### config.mk
export PLATFORM = sky130hd
export DESIGN_NAME = por_boot_seq
export DESIGN_NICKNAME = d
export VERILOG_FILES = /design/src/rtl/por_boot_pkg.sv /design/src/rtl/por_supply_sync.sv /design/src/rtl/por_clk_div.sv /design/src/rtl/por_fetch_fsm.sv /design/src/rtl/por_boot_seq.sv
export SDC_FILE = /design/constraint.sdc
export NUM_CORES = 1
export LEC_CHECK = 0
export BUFFER_PORTS_ARGS = -buffer_cell sky130_fd_sc_hd__buf_2
export CAP_MARGIN = 20
export CORE_MARGIN = 1
export CORE_UTILIZATION = 51
export DETAILED_ROUTE_END_ITERATION = 6
export PLACE_DENSITY_LB_ADDON = 0.12
export SYNTH_ARGS = -nofsm -noshare
export SYNTH_HDL_FRONTEND = slang
export SYNTH_SLANG_ARGS = --single-unit
### constraint.sdc
create_clock -name clk_i -period 3.1 [get_ports clk_i]
set_input_delay 0.155 -clock clk_i [delete_from_list [all_inputs] [get_ports clk_i]]
set_output_delay 0.155 -clock clk_i [all_outputs]
set_load 0.1 [all_outputs]
### src/rtl/por_boot_pkg.sv
package por_boot_pkg;

   typedef enum logic [2:0] {
      ST_HOLD     = 3'd0,
      ST_FETCH_SP = 3'd1,
      ST_FETCH_PC = 3'd2,
      ST_START    = 3'd3,
      ST_RUN      = 3'd4,
      ST_FAULT    = 3'd5
   } boot_state_e;

   function automatic int unsigned ratio_width(input int unsigned a, input int unsigned b);
      int unsigned m;
      m = (a > b) ? a : b;
      return (m < 2) ? 1 : $clog2(m);
   endfunction

endpackage

### src/rtl/por_supply_sync.sv
module por_supply_sync #(
   parameter int unsigned STAGES = 2
) (
   input  logic clk_i,
   input  logic arst_n_i,
   output logic good_o
);

   if (STAGES < 2) begin : g_bad_stages
      $error("por_supply_sync: STAGES must be at least 2");
   end

   logic [STAGES-1:0] chain_q;

   for (genvar i = 0; i < STAGES; i++) begin : g_stage
      always_ff @(posedge clk_i or negedge arst_n_i) begin
         if (!arst_n_i) begin
            chain_q[i] <= 1'b0;
         end else begin
            chain_q[i] <= (i == 0) ? 1'b1 : chain_q[(i == 0) ? 0 : i-1];
         end
      end
   end

   assign good_o = chain_q[STAGES-1];

endmodule

### src/rtl/por_clk_div.sv
module por_clk_div
   import por_boot_pkg::*;
#(
   parameter int unsigned RST_DIV = 4,
   parameter int unsigned RUN_DIV = 1
) (
   input  logic clk_i,
   input  logic in_reset_i,
   output logic tick_o
);

   localparam int unsigned DIVW = ratio_width(RST_DIV, RUN_DIV);
   localparam logic [DIVW:0] RST_LAST = DIVW'(RST_DIV - 1);
   localparam logic [DIVW:0] RUN_LAST = DIVW'(RUN_DIV - 1);

   if (RST_DIV < 1 || RUN_DIV < 1) begin : g_bad_ratio
      $error("por_clk_div: division ratios must be at least 1");
   end

   // Runs from the oscillator without a reset so that it keeps ticking
   // while the supply is bad; the >= compare recovers from any count.
   logic [DIVW:0] cnt_q;
   logic [DIVW:0] last;

   if (RST_DIV == RUN_DIV) begin : g_fixed
      assign last = RST_LAST;
   end else begin : g_select
      assign last = in_reset_i ? RST_LAST : RUN_LAST;
   end

   assign tick_o = (cnt_q >= last);

   always_ff @(posedge clk_i) begin
      cnt_q <= tick_o ? '0 : cnt_q + 1'b1;
   end

endmodule

### src/rtl/por_fetch_fsm.sv
module por_fetch_fsm
   import por_boot_pkg::*;
#(
   parameter int unsigned CNT_W     = 8,
   parameter int unsigned DW        = 32,
   parameter int unsigned AW        = 32,
   parameter logic [AW-1:0] BOOT_BASE = '0
) (
   input  logic             clk_i,
   input  logic             arst_n_i,
   input  logic             good_sync_i,
   input  logic [CNT_W-1:0] settle_i,
   output logic             rd_valid_o,
   output logic [AW-1:0]    rd_addr_o,
   input  logic             rd_ready_i,
   input  logic [DW-1:0]    rd_data_i,
   output logic [DW-1:0]    sp_o,
   output logic [DW-1:0]    pc_o,
   output logic             start_o,
   output logic             fault_o,
   output logic             por_n_o
);

   localparam logic [AW-1:0] WORD_STEP = AW'(DW / 8);

   boot_state_e      state_q;
   logic [CNT_W-1:0] settle_q;
   logic [DW-1:0]    sp_q;
   logic [DW-1:0]    pc_q;

   always_ff @(posedge clk_i or negedge arst_n_i) begin
      if (!arst_n_i) begin
         state_q  <= ST_HOLD;
         settle_q <= '0;
         sp_q     <= '0;
         pc_q     <= '0;
      end else begin
         unique case (state_q)
            ST_HOLD: begin
               if (good_sync_i) begin
                  if (settle_q == settle_i) begin
                     state_q <= ST_FETCH_SP;
                  end else begin
                     settle_q <= settle_q + 1'b1;
                  end
               end
            end
            ST_FETCH_SP: begin
               if (rd_ready_i) begin
                  sp_q    <= rd_data_i;
                  state_q <= ST_FETCH_PC;
               end
            end
            ST_FETCH_PC: begin
               if (rd_ready_i) begin
                  pc_q    <= rd_data_i;
                  state_q <= rd_data_i[0] ? ST_START : ST_FAULT;
               end
            end
            ST_START: state_q <= ST_RUN;
            ST_RUN:   state_q <= ST_RUN;
            ST_FAULT: state_q <= ST_FAULT;
            default:  state_q <= ST_HOLD;
         endcase
      end
   end

   assign por_n_o    = (state_q != ST_HOLD);
   assign rd_valid_o = (state_q == ST_FETCH_SP) || (state_q == ST_FETCH_PC);
   assign rd_addr_o  = (state_q == ST_FETCH_PC) ? BOOT_BASE + WORD_STEP : BOOT_BASE;
   assign start_o    = (state_q == ST_START);
   assign fault_o    = (state_q == ST_FAULT);
   assign sp_o       = sp_q;
   assign pc_o       = pc_q;

endmodule

### src/rtl/por_boot_seq.sv
module por_boot_seq
   import por_boot_pkg::*;
#(
   parameter int unsigned SYNC_STAGES = 2,
   parameter int unsigned RST_DIV     = 4,
   parameter int unsigned RUN_DIV     = 1,
   parameter int unsigned CNT_W       = 8,
   parameter int unsigned DW          = 32,
   parameter int unsigned AW          = 32,
   parameter logic [AW-1:0] BOOT_BASE = '0
) (
   input  logic             clk_i,
   input  logic             supply_good_i,
   input  logic [CNT_W-1:0] settle_cycles_i,
   output logic             por_n_o,
   output logic             fab_ce_o,
   output logic             rd_valid_o,
   output logic [AW-1:0]    rd_addr_o,
   input  logic             rd_ready_i,
   input  logic [DW-1:0]    rd_data_i,
   output logic [DW-1:0]    sp_o,
   output logic [DW-1:0]    pc_o,
   output logic             start_o,
   output logic             vec_fault_o
);

   if (DW < 8 || (DW % 8) != 0) begin : g_bad_dw
      $error("por_boot_seq: DW must be a whole number of bytes");
   end
   if (AW < 4) begin : g_bad_aw
      $error("por_boot_seq: AW too small for two word addresses");
   end
   if (CNT_W < 1) begin : g_bad_cnt
      $error("por_boot_seq: CNT_W must be at least 1");
   end

   logic good_sync;

   por_supply_sync #(
      .STAGES (SYNC_STAGES)
   ) u_sync (
      .clk_i    (clk_i),
      .arst_n_i (supply_good_i),
      .good_o   (good_sync)
   );

   por_fetch_fsm #(
      .CNT_W     (CNT_W),
      .DW        (DW),
      .AW        (AW),
      .BOOT_BASE (BOOT_BASE)
   ) u_fsm (
      .clk_i       (clk_i),
      .arst_n_i    (supply_good_i),
      .good_sync_i (good_sync),
      .settle_i    (settle_cycles_i),
      .rd_valid_o  (rd_valid_o),
      .rd_addr_o   (rd_addr_o),
      .rd_ready_i  (rd_ready_i),
      .rd_data_i   (rd_data_i),
      .sp_o        (sp_o),
      .pc_o        (pc_o),
      .start_o     (start_o),
      .fault_o     (vec_fault_o),
      .por_n_o     (por_n_o)
   );

   por_clk_div #(
      .RST_DIV (RST_DIV),
      .RUN_DIV (RUN_DIV)
   ) u_div (
      .clk_i      (clk_i),
      .in_reset_i (!por_n_o),
      .tick_o     (fab_ce_o)
   );

endmodule

==> metrics.cfg <==
[critical_path]
timing.rr.start = u_fsm.state_q[2]$_DFFE_PN0P_
cp_max_fo = 8
cp-start-kind = register
required_ps = 2940
cp-end-kind = primary output
rr_endpoint = u_fsm.sp_o[17]$_DFFE_PN0P_
crit_start = u_fsm.state_q[1]$_DFFE_PN0P_
crit_path_end = fab_ce_o
reg2reg_depth = 4
cp_data_arrival_time_ps = 2180
worstSetupPathType = register to primary output
reg2reg_slack_ps = 1150

[sta]
tns_ps = 0
post-route-period-util = 0.753
setup_viol = 0
rsz0062_at_grt = no
worstMarginPinSlew_ps = 941
fmax_ghz = 0.429
holdWs_ps = 30.8
maxSlewHeadroom = 0.372
finalClockSkew_ps = 15.9
hold_viol = 0
maxSlewViolCount = 0
final.min_clock_period_ps = 2330

[synthesis]
ys_seq_elements = 80
mappedNetlistArea_um2 = 3410
synth_area_leader_cell = dfrtp_1
seq_area_frac_synth = 0.582
ys_warn_count = 0
dominantRegCellSynth = dfrtp_1
async_reset_ff_frac = 0.963
yosysTopAreaCellShare = 0.564
netlist_instances = 249
synth-edff-count = 0
yosys-top-cells-area = dfrtp_1, mux2_1, buf_4, xor2_1, xnor2_1
post_synth.cell_area_avg_um2 = 13.7
yosysUniqueCellTypes = 28

[finish]
n_fill_cell = 512
final_nets = 416
n_antenna_cell = 0
final_area_um2 = 4200
drive_gt1_frac = 0.379
area_delta_synth_final_pct = 23.0

[placed_design]
post_dp_cell_area_um2 = 3970
gp_congestion = 0.748
portBuffers = 112
hpwl_um = 4490

[floorplan]
die_h_um = 83.8
start_util = 0.532
ios = 144
die_w_um = 83.8
rows = 29
dieArea_um2 = 7030
core_um2 = 6420

[global_route]
grt_pass1_vias = 2198
grtUsageTotal = 0.195
grtUsageMet1 = 0.251
grt_max_degree = 78
top_usage_layer = met2
overflow = 0
grt_pass1_wl_um = 10700
use_met3 = 0.0465
antenna_found_initial = 0
met2_usage = 0.317

[clock_tree]
cts_max_level = 3
cts_buffer_depth = 2
path_clk_slew_ps = 90
clock_sink_count = 80
clk_latency_ps = 350
cts_tree = done
numCtsBuffers = 9
postCtsSetupBuffers = 0
cts_root_buf = clkbuf_8

[power]
power_leakage_nw = 2.28
p_sw_frac = 0.365
p_switching_mw = 0.939
power_density_nw_per_um2 = 613
internal-power_mw = 1.64
power.share.combinational = 0.244
pwr-share-clk = 0.326
seqPwrFrac = 0.429
vdd_drop_max_mv = 0.388

[route]
dr.pass1.iters = 7
drc_errors = 24
routed_via_density = 4.82
routed_wl_um = 6160
routedWlPerCell_um = 13.6
vias = 2179
drt_iter0_markers = 97
ant_nets = 0

[min_path]
hold_class = input port to register

[run]
drv_cap = 0

[outcome]
status = finished, violations left
violations = design-rule violations

## worst min path at each step
stage,slack [ps],from,endpoint,cells past startpoint
global placement,330,u_sync.chain_q[0]$_DFF_PN0_,u_sync.good_o$_DFF_PN0_,0
finish,30,rd_data_i[18],u_fsm.sp_o[18]$_DFFE_PN0P_,2
detailed placement,350,u_sync.chain_q[0]$_DFF_PN0_,u_sync.good_o$_DFF_PN0_,0
CTS,20,rd_data_i[18],u_fsm.sp_o[18]$_DFFE_PN0P_,2
floorplan,-140,supply_good_i,u_fsm.pc_o[0]$_DFFE_PN0P_,0
global route,20,rd_data_i[18],u_fsm.sp_o[18]$_DFFE_PN0P_,2
## worst max-delay path: stages, from the launching register on
cell and delay [ps]:
dfrtp_1 450, nor3_1 440, inv_1 90, ha_1 280, o21ai_1 80, nand2_1 90, buf_2 420
## metrics by stage
step / power [mW] / instances / worst slack (ps) / utilization
after floorplan: 1.68 / 279 / 861 / -
after global placement: 1.76 / 435 / 1140 / 0.618
after detailed placement: 1.76 / 435 / 1100 / 0.618
after CTS: 2.61 / 452 / 730 / 0.654
after global routing: 2.67 / 452 / 577 / 0.654
final: 2.58 / 452 / 767 / 0.654
## what timing repair did
item / CTS / global route
hold buffers: 1 / 0
endpoints found under the setup margin: 0 / 0
gates resized for setup: 0 / 0
endpoints found under the hold margin: 56 / 0
## layout by cell type (no fill, tap or decap), types with 3 or more instances in the layout
master	n
buf_2	111
dfrtp_1	77
mux2_1	60
conb_1	32
clkbuf_8	10
nor2_1	8
xor2_1	8
nand3_1	7
xnor2_1	7
mux2_2	5
buf_4	5
nand2b_1	4
and3_1	4
inv_1	3
a21oi_1	3
ha_1	3
dfxtp_1	3
## cells in the mapped netlist, types with 2 or more instances
master,instances
nand4_1,2
dfrtp_1,77
mux2_2,5
nand2b_1,4
nand3_1,7
a21oi_1,3
mux2_1,60
buf_4,31
ha_1,3
and3_1,4
nor2_1,10
inv_1,3
buf_2,6
dfxtp_1,3
nand2_1,2
nor4_2,2
conb_1,2
xnor2_1,7
xor2_1,8
o21ai_1,2
## registers in the layout (all words and copies together), names as in the netlist
signal          count
u_fsm.settle_q      8
u_fsm.pc_o         32
u_fsm.sp_o         32
u_sync.good_o       1
u_div.cnt_q         3
u_sync.chain_q      1
u_fsm.state_q       3
## final cells by class
| type | count | area, µm² | area share |
|---|---|---|---|
| Sequential cell | 80 | 1990 | 0.473 |
| Multi-Input combinational cell | 158 | 1280 | 0.304 |
| Timing Repair Buffer | 117 | 603 | 0.144 |
| Clock buffer | 11 | 141 | 0.0337 |
| Tap cell | 77 | 96.3 | 0.0229 |
| Clock inverter | 5 | 81.3 | 0.0194 |
| Inverter | 4 | 15.0 | 0.00357 |
## power by group through the flow
| stage | sequential, mW | combinational (mW) | clock (mW) |
|---|---|---|---|
| 2_1_floorplan | 1.44 | 0.235 | 0 |
| 3_3_place_gp | 1.13 | 0.629 | 0 |
| 3_5_place_dp | 1.13 | 0.631 | 0 |
| 4_1_cts | 1.11 | 0.633 | 0.869 |
| 5_1_grt | 1.11 | 0.651 | 0.910 |
| 6_report | 1.11 | 0.629 | 0.841 |
## logic make-up (layout without fill, tap and decap cells)
family	after synthesis	in the layout	share of synthesized area
flip-flops	80	80	0.582
multiplexers	65	65	0.214
buffers and inverters	41	137	0.0813
AND/OR/NAND/NOR	36	36	0.0597
XOR/XNOR	15	15	0.0385
AO/OA/AOI/OAI	7	7	0.0110
adder cells (fa/ha/maj)	3	3	0.0110
other	2	32	0.00220
## per-layer routing
layer	up-vias	wire, µm
met5	-	0
met4	0	116
met3	11	391
met2	82	2960
met1	1057	2690
li1	1029	-
No activity file was read; power rests on OpenSTA's default activity.
